**config.mk**
```make
export PLATFORM = sky130hd
export DESIGN_NAME = halfband_rate_seq
export DESIGN_NICKNAME = d
export VERILOG_FILES = /design/src/rtl/hbr_pkg.sv /design/src/rtl/hbr_mode_decode.sv /design/src/rtl/hbr_phase_track.sv /design/src/rtl/hbr_sample_path.sv /design/src/rtl/halfband_rate_seq.sv
export SDC_FILE = /design/constraint.sdc
export NUM_CORES = 1
export LEC_CHECK = 0
export BUFFER_PORTS_ARGS = -buffer_cell sky130_fd_sc_hd__clkbuf_2
export CAP_MARGIN = 20
export CORE_MARGIN = 2
export CORE_UTILIZATION = 42
export CTS_BUF_LIST = sky130_fd_sc_hd__clkbuf_4 sky130_fd_sc_hd__clkbuf_8 sky130_fd_sc_hd__clkbuf_16
export DETAILED_ROUTE_END_ITERATION = 10
export HOLD_SLACK_MARGIN = 0.12
export PLACE_DENSITY = 0.84
export SLEW_MARGIN = 20
export SYNTH_ARGS = -nofsm -noshare
export SYNTH_HDL_FRONTEND = slang
export SYNTH_SLANG_ARGS = --single-unit
```
**constraint.sdc**
```tcl
create_clock -name clk -period 1.4 [get_ports clk]
set_input_delay 0.14 -clock clk [delete_from_list [all_inputs] [get_ports clk]]
set_output_delay 0.14 -clock clk [all_outputs]
set_load 0.02 [all_outputs]
```
**src/rtl/hbr_pkg.sv**
```systemverilog
package hbr_pkg;

  typedef enum logic [1:0] {
    RM_EQUAL    = 2'd0,
    RM_UP_HALF  = 2'd1,
    RM_UP_UNITY = 2'd2,
    RM_DOWN     = 2'd3
  } rate_mode_e;

  // Active-low selects; unity_low picks the meaning of both-low.
  function automatic rate_mode_e decode_rate(logic interp_n, logic decim_n, logic unity_low);
    rate_mode_e m;
    unique case ({interp_n, decim_n})
      2'b01:   m = RM_UP_HALF;
      2'b10:   m = RM_DOWN;
      2'b00:   m = unity_low ? RM_UP_UNITY : RM_EQUAL;
      default: m = RM_EQUAL;
    endcase
    return m;
  endfunction

  function automatic logic is_up(rate_mode_e m);
    return (m == RM_UP_HALF) || (m == RM_UP_UNITY);
  endfunction

endpackage

```
**src/rtl/hbr_mode_decode.sv**
```systemverilog
module hbr_mode_decode
  import hbr_pkg::*;
#(
  parameter bit UNITY_BOTH_LOW = 1'b0
) (
  input  logic       interp_sel_n,
  input  logic       decim_sel_n,
  output rate_mode_e mode
);

  always_comb mode = decode_rate(interp_sel_n, decim_sel_n, UNITY_BOTH_LOW);

endmodule

```
**src/rtl/hbr_phase_track.sv**
```systemverilog
module hbr_phase_track
  import hbr_pkg::*;
(
  input  logic       clk,
  input  logic       rst,
  input  logic       sync_in,
  input  rate_mode_e mode,
  output logic       aligned,
  output logic       sync_fall
);

  logic sync_q;
  logic ph_q;

  // A high-then-low handshake marks the current clock; ignored at equal rate.
  always_comb begin
    sync_fall = sync_q & ~sync_in & (mode != RM_EQUAL);
    aligned   = sync_fall | ph_q;
  end

  always_ff @(posedge clk) begin
    if (rst) begin
      sync_q <= 1'b0;
      ph_q   <= 1'b0;
    end else begin
      sync_q <= sync_in;
      ph_q   <= ~aligned;
    end
  end

endmodule

```
**src/rtl/hbr_sample_path.sv**
```systemverilog
module hbr_sample_path
  import hbr_pkg::*;
#(
  parameter int IN_W  = 12,
  parameter int OUT_W = IN_W + 1
) (
  input  logic             clk,
  input  logic             rst,
  input  rate_mode_e       mode,
  input  logic             aligned,
  input  logic [IN_W-1:0]  din,
  output logic [OUT_W-1:0] smp_o,
  output logic             in_take_o,
  output logic             out_take_o,
  output logic             smp_phase_o
);

  function automatic logic [OUT_W-1:0] widen(logic [IN_W-1:0] x);
    return OUT_W'($signed(x));
  endfunction

  function automatic logic [OUT_W-1:0] doubled(logic [IN_W-1:0] x);
    return OUT_W'($signed({x, 1'b0}));
  endfunction

  logic [OUT_W-1:0] smp_d;

  always_comb begin
    in_take_o = is_up(mode) ? aligned : 1'b1;
    unique case (mode)
      RM_UP_HALF:  smp_d = aligned ? widen(din)   : '0;
      RM_UP_UNITY: smp_d = aligned ? doubled(din) : '0;
      default:     smp_d = widen(din);
    endcase
  end

  always_ff @(posedge clk) begin
    if (rst) begin
      smp_o       <= '0;
      out_take_o  <= 1'b0;
      smp_phase_o <= 1'b0;
    end else begin
      smp_o       <= smp_d;
      out_take_o  <= (mode == RM_DOWN) ? aligned : 1'b1;
      smp_phase_o <= aligned;
    end
  end

endmodule

```
**src/rtl/halfband_rate_seq.sv**
```systemverilog
module halfband_rate_seq
  import hbr_pkg::*;
#(
  parameter int  IN_W           = 12,
  parameter bit  UNITY_BOTH_LOW = 1'b0,
  localparam int OUT_W          = IN_W + 1
) (
  input  logic             clk,
  input  logic             rst,
  input  logic             interp_sel_n,
  input  logic             decim_sel_n,
  input  logic             sync_in,
  input  logic [IN_W-1:0]  din,
  output logic [OUT_W-1:0] smp_o,
  output logic             in_take_o,
  output logic             out_take_o,
  output logic             smp_phase_o
);

  rate_mode_e mode_w;
  logic       aligned_w;
  logic       sync_fall_w;

  hbr_mode_decode #(.UNITY_BOTH_LOW(UNITY_BOTH_LOW)) u_mode (
    .interp_sel_n(interp_sel_n),
    .decim_sel_n (decim_sel_n),
    .mode        (mode_w)
  );

  hbr_phase_track u_phase (
    .clk      (clk),
    .rst      (rst),
    .sync_in  (sync_in),
    .mode     (mode_w),
    .aligned  (aligned_w),
    .sync_fall(sync_fall_w)
  );

  hbr_sample_path #(.IN_W(IN_W), .OUT_W(OUT_W)) u_path (
    .clk        (clk),
    .rst        (rst),
    .mode       (mode_w),
    .aligned    (aligned_w),
    .din        (din),
    .smp_o      (smp_o),
    .in_take_o  (in_take_o),
    .out_take_o (out_take_o),
    .smp_phase_o(smp_phase_o)
  );

endmodule

```
==> impl_results.md, run 1 <==
- Largest stage delay, worst path: 0.33 ns
- Global-route wire length before repair: 2228 microns
- CP Capture Type: primary output
- Placed cell areas: about 850 sq um
- Syn Area/Cell: approximately 10 sq um
- Final std cells w/o fill: 124
- Die area: between 0.0015 and 0.002 sq mm
- Fin crit share: 0.9201
- RSZ-0062 raised after global routing: false
- Placement Setup Slack: -0.2052 ns
- Final setup skew: 0.006549 ns
- Post-synth top cells: dfxtp_1, nand2b_1, o22ai_1
- Yosys cell types: 16
- Sequential element share of the synthesized area: 0.5282
- Placer's final routability congestion estimate: slightly below 0.8
- Highest-delay cell along the critical path: ha_1
- P per Cell Area: 1024 mW/mm^2
- Antenna violations before repair: 0
- Power, Total: roughly 0.98 mW
- Hold Crit Start: din[3]
- Post-synthesis adder-cell area fraction: 0.05825
- Worst vdd ir: roughly 0.00058 V
- Pleak: between 0.4 and 0.5 nW
- Clock sinks: 17
- N_diodes: 0
- Grt ovf: 0
- Clk root buf: clkbuf_4
- Chip width: ~43 microns
- Clk pwr share: 0.265
- Worst-Skew Late Latency: approximately 0.29 ns
- DP HPWL: between 1000 and 1500 microns
- Rel. slew slack: 0.6809
- Die Y: ~43 microns
- Hold WS: about 0.12 ns
- Mux contribution to synthesized area: 0
- Slew @ Worst Pin: ~0.48 ns
- Setup WS post-layout: around 0.11 ns
- Pin count of the biggest net entering global routing: 18
- Max Cap Viol: 0
- Sw Ratio: 0.2745
- R2r setup slk: ~0.15 ns
- Wire per inst: between 10 and 15 microns
- Total track usage: 0.1592
- H-tree levels: 1
- Buffers from clock root to sink, at most: 2
- Inserted Clock Buffers: 3
- DRC: 0
- Main combinational cell family by area after synthesis: simple AND/OR/NAND/NOR gates
- Most used cell along the critical path: clkbuf_2
- Worst Hold End: u_path.smp_o[3]
- Hold Fails Final Rpt: 0
- Post-Synth XOR/XNOR Area: 0
- Power Internal: approximately 0.71 mW
- Reg2reg end: u_path.smp_o[9]
- Crit path max fanout: 5
- Antenna Nets Post-Route: 0
- Logic pwr share: 0.197
- Crit path required time: 1.26 ns
- Layout cells sized above 1: 0.4167
- Critical path, cell by cell: clkbuf_2, inv_1, ha_1, nor2_1, a21oi_2, nand2_1, clkbuf_2
- Post-Syn Instances: 62
- Vias in the first global route: 540
- Synth Area in Compound Gates: 0.1728
- Number of synthesized flops with an enable pin: 0
- Setup_tns: 0 ns
- Synth Warn #: 0
- Syn Nets: 82
- Crit path arrival time: around 1.2 ns
- Psw: 0.2680 mW
- Fin crit period: 1.288 ns
- Area Growth Syn to Fin: 47.96%
- Setup violators final: 0
- Post-Syn Area: 644.4 sq um
- Clock transition at path regs: around 0.10 ns
- Core Region: 0.001471 sq mm
- Initial Util: 0.4379
- Sequential Power Share: 0.537
- Most frequent cell after synthesis: dfxtp_1
- Drt total wl: 1473 microns
- Placed Cells: about 110
- DR pass1 iterations: 4
- Synth Area in Simple Gates: 0.1942
- FF+latch count, synth: 17
- Achievable Freq: a little under 800 MHz
- I/O pin count: 33
- Post-Route Utilization: 0.6480
- CP Launch Type: primary input
- # nets final: 129
- CTS tree: built
- Vias per cell: slightly below 5
- Final Instance Area: around 950 sq um
- DR iter-0 viols: 3
- Reg2reg path depth: 3
- Worst Hold Depth: 3
- Post-synth top area share: 0.5282
- Rows: 14
- Synth area leader: dfxtp_1
- DR vias: between 600 and 700
- Top_reg_cell synth: dfxtp_1
- Synth area leaders: dfxtp_1, nand2b_1, o22ai_1
- Buffers on Ports: 32
- Fraction of synthesis flops using an asynchronous set or reset pin: 0
- Status: finished clean
- Worst flop-to-flop path startpoint: u_phase.sync_q
- Post-CTS Setup Bufs: 0
- Worst setup path category: primary input to primary output
- Hold Crit Class: primary input to register
- Final slew viol count: 0
logic make-up after synthesis:
group,Yosys count
adder cells (fa/ha/maj),3
AO/OA/AOI/OAI,16
AND/OR/NAND/NOR,20
flip-flops,17
buffers and inverters,6
timing repair:
item                                   4_1_cts  5_1_grt
endpoints found under the hold margin        5        1
resized for setup                            2        0
setup endpoints to repair                    6        0
hold buffers                                 5        1
final cells by class:
type                    instances  area [sq um]
fillers                       143         518.0
flip-flops and latches         17         340.3
multi-input cells              39         285.3
repair buffers                 44         265.3
clock buffers                   3         22.52
well taps                      16         20.02
inverters                       4         15.01
clock inverters                 1         5.005
sequential cells by signal, summed over array words and instances (netlist names):
name / count
u_phase.sync_q: 1
u_path.out_take_o: 1
u_path.smp_o: 13
u_path.smp_phase_o: 1
u_phase.ph_q: 1
how the worst max path moves through the flow:
stage | start | endpoint | cells after the start
after global placement | interp_sel_n | u_path.smp_o[6] | 6
after global routing | interp_sel_n | in_take_o | 7
final | interp_sel_n | in_take_o | 7
after floorplan | interp_sel_n | u_path.smp_o[4] | 6
after CTS | interp_sel_n | in_take_o | 7
after detailed placement | interp_sel_n | u_path.smp_o[5] | 6
placed cells by master (no fill, tap or decap), drive strengths merged:
master,count
nand2,1
nor4bb,1
nor2b,2
dlygate4sd3,6
nor2,3
inv,4
o32ai,2
a21oi,2
nand4,2
dfxtp,17
buf,6
clkbuf,35
clkinv,1
nand2b,11
a211oi,3
o22ai,9
ha,3
per-layer routing:
metal | share of wire | wire, microns | vias to the layer above | GRT usage
li1 | - | - | 314 | -
met1 | 0.44 | 643 | 269 | 0.1852
met2 | 0.50 | 733 | 21 | 0.2776
met3 | 0.065 | 96 | 0 | 0.04255
met4 | 0 | 0 | 0 | 0.05455
met5 | 0 | 0 | - | 0
power by group through the flow:
stage | clock network, mW | registers, mW | logic (mW)
2_1_floorplan | 0 | 0.567 | 0.0682
3_3_place_gp | 0 | 0.533 | 0.172
3_5_place_dp | 0 | 0.534 | 0.176
4_1_cts | 0.261 | 0.524 | 0.190
5_1_grt | 0.282 | 0.527 | 0.209
6_report | 0.259 | 0.524 | 0.193
worst max-delay path, delay by kind of cell:
| kind | cells | cell delay, ns |
|---|---|---|
| AOI/OAI and AO/OA | 1 | 0.23 |
| adders and majority gates | 1 | 0.33 |
| buffers and inverters | 3 | 0.29 |
| and+or+nand+nor | 2 | 0.16 |
(Power assumes the default switching activity.)
==> inputs of run 2 (changes only) <==
--- a/constraint.sdc
+++ b/constraint.sdc
@@ -3,2 +3,2 @@
 set_output_delay 0.14 -clock clk [all_outputs]
-set_load 0.02 [all_outputs]
+set_load 0.1 [all_outputs]
==> run 2 against run 1 <==
Effect of this change: final cell count decreased by 1.6%; flip-flop and latch count unchanged; global-route usage grew 0.31 points; sequential share of layout area down 0.55 points; core utilization increased by 1.0 points; critical path type unchanged; critical endpoint unchanged; non-clock buffer count decreased by 2; final area up 1.6%; count of clock-buffer cells in the layout up 1; fmax fell by 4.4%; largest cell class unchanged; die area is the same; highest routed layer is now met4.
==> impl_results.md, run 2 (same netlist as run 1, synthesis figures left out) <==
- Largest stage delay, worst path: 0.23 ns (-0.10 ns)
- Post-CTS Setup Bufs: 0 (unchanged)
- Vias in the first global route: 562 (+4.1%)
- DR iter-0 viols: 24 (+21)
- Hold Fails Final Rpt: 0 (unchanged)
- Clock transition at path regs: 0.09 ns (about the same)
- CP Capture Type: primary output
- # nets final: 127 (-1.6%)
- Crit path required time: 1.26 ns (about the same)
- Final slew viol count: 0 (unchanged)
- CTS tree: built
- Worst-Skew Late Latency: 0.28 ns (about the same)
- Area Growth Syn to Fin: 50.29%
- Vias per cell: 5.057 (+3.8%)
- Rel. slew slack: 0.6384 (-0.04252)
- Buffers on Ports: 32 (unchanged)
- Die Y: 43.17 microns (unchanged)
- Worst flop-to-flop path startpoint: u_phase.sync_q
- Pin count of the biggest net entering global routing: 18 (unchanged)
- Met1 GRT Util: 0.1732 (-0.01196)
- Fin crit share: 0.9630 (+0.04283)
- Most flops, register: u_path.smp_o
- Met2 Resource Use GR: 0.2925 (+0.01493)
- Final setup skew: 0.0009664 ns (-0.005583 ns)
- Total track usage: 0.1623 (+0.003074)
- Clock sinks: 17 (unchanged)
- DP HPWL: 1039 microns (+1.7%)
- Hold Crit Class: primary input to register
- I/O pin count: 33 (unchanged)
- Setup WS post-layout: 0.05186 ns (-0.05996 ns)
- Grt ovf: 0 (unchanged)
- Max reg flops: 13 (unchanged)
- Die area: 0.001864 sq mm (unchanged)
- Power, Total: 1.167 mW (+20%)
- Setup_tns: 0 ns (unchanged)
- Slew @ Worst Pin: 0.5447 ns (+0.06763 ns)
- Antenna violations before repair: 0 (unchanged)
- Placer's final routability congestion estimate: 0.7986 (+2.5%)
- DRC: 0 (unchanged)
- Max Cap Viol: 0 (unchanged)
- Core Region: 0.001471 sq mm (unchanged)
- Initial Util: 0.4379 (unchanged)
- Setup violators final: 0 (unchanged)
- Drt total wl: 1412 microns (-4.1%)
- P per Cell Area: 1205 mW/mm^2 (+18%)
- Rows: 14 (unchanged)
- Status: finished clean
- GR peak layer: met2
- Wire per inst: 11.57 microns (-2.6%)
- Highest-delay cell along the critical path: ha_4
- Pleak: 0.4582 nW (+1.0%)
- Worst vdd ir: 0.0005592 V (-2.8%)
- Layout cells sized above 1: 0.4528 (+0.03616)
- Crit. Startpoint: interp_sel_n
- Global-route wire length before repair: 2283 microns (+2.5%)
- Commonest non-fill, non-tap cells in the layout: clkbuf_2, dfxtp_1, nand2b_1, o22ai_1, buf_4
- Chip width: 43.17 microns (unchanged)
- Inserted Clock Buffers: 3 (unchanged)
- Commonest non-fill, non-tap cell in the layout: clkbuf_2
- Crit path max fanout: 4 (-1)
- Met3 GRT Util: 0.04255 (unchanged)
- N_diodes: 0 (unchanged)
- Crit path arrival time: 1.21 ns (+0.06 ns)
- DR vias: 617 (+2.2%)
- Post-Route Utilization: 0.6582 (+0.01020)
- Fin crit period: 1.348 ns (+0.05996 ns)
- Antenna Nets Post-Route: 0 (unchanged)
- H-tree levels: 1 (unchanged)
- Placement Setup Slack: -0.2541 ns (-0.04899 ns)
- Fill cells: 128 (-10%)
- Achievable Freq: 741.8 MHz (-4.4%)
- Worst setup path category: primary input to primary output
- RSZ-0062 raised after global routing: false
- DR pass1 iterations: 4 (unchanged)
- Buffers from clock root to sink, at most: 2 (unchanged)
- Clk root buf: clkbuf_4
- CP Launch Type: primary input
- Hold Crit Start: din[3]
- Critical path, cell by cell: clkbuf_2, inv_1, ha_4, nor2_1, a21oi_2, buf_4, nand2_4, buf_12
-- run 2: changes by cell type in the layout (fill, tap and decap cells not counted) --
cell / previous run / this run
clkbuf_2: 32 / 31
clkbuf_4: 3 / 4
ha_1: 3 / 2
ha_4: 0 / 1
nand2_4: 0 / 1
buf_4: 6 / 7
clkinv_2: 1 / 0
nand2_1: 1 / 0
buf_12: 0 / 1
dlygate4sd3_1: 6 / 3
-- run 2: layout make-up --
type	instances	area (sq um)	area share
flip-flops and latches	17	340.3	0.3514
inverters	4	15.01	0.01550
repair buffers	42	257.7	0.2661
multi-input cells	39	305.3	0.3152
clock buffers	4	30.03	0.03101
well taps	16	20.02	0.02067
-- run 2: repair_timing --
action | 4_1_cts | 5_1_grt
hold endpoints to repair | 2 | 1
hold buffers | 2 | 1
resized for setup | 3 | 0
setup endpoints to repair | 10 | 0
-- run 2: worst max-delay path: cells and delay by family --
kind	cells	cell delay (ns)
AO/OA/AOI/OAI	1	0.09
adder cells (fa/ha/maj)	1	0.23
buffers and inverters	4	0.52
AND/OR/NAND/NOR	2	0.22
-- run 2: path summary, 6_finish.rpt --
kind,depth (start not counted),slack [ns],endpoint
max,8,0.05,in_take_o
min,3,0.13,u_path.smp_o[3]
max reg2reg,3,0.15,u_path.smp_o[6]
min reg2reg,3,0.68,u_path.smp_phase_o
-- run 2: layer usage --
layer | wire length [microns] | share of wire | up-vias
met4 | 14 | 0.0099 | 0
met2 | 700 | 0.50 | 28
met5 | 0 | 0 | -
met3 | 122 | 0.086 | 4
li1 | - | - | 313
met1 | 575 | 0.41 | 272
-- run 2: where the power goes --
part           internal (mW)  switching [mW]  total, mW  leakage (nW)
Sequential             0.513          0.0105      0.524         0.141
Clock                  0.130           0.141      0.271        0.0184
Combinational         0.0961           0.277      0.373         0.299
-- run 2: through the flow --
step | std cells | hold slack [ns] | area (sq um)
floorplan | 62 | 0.2682 | 651.9
global placement | 115 | 0.3937 | 884.6
detailed placement | 115 | 0.4003 | 884.6
CTS | 121 | 0.1212 | 958.4
global route | 122 | 0.1297 | 968.4
finish | 122 | 0.1300 | 968.4
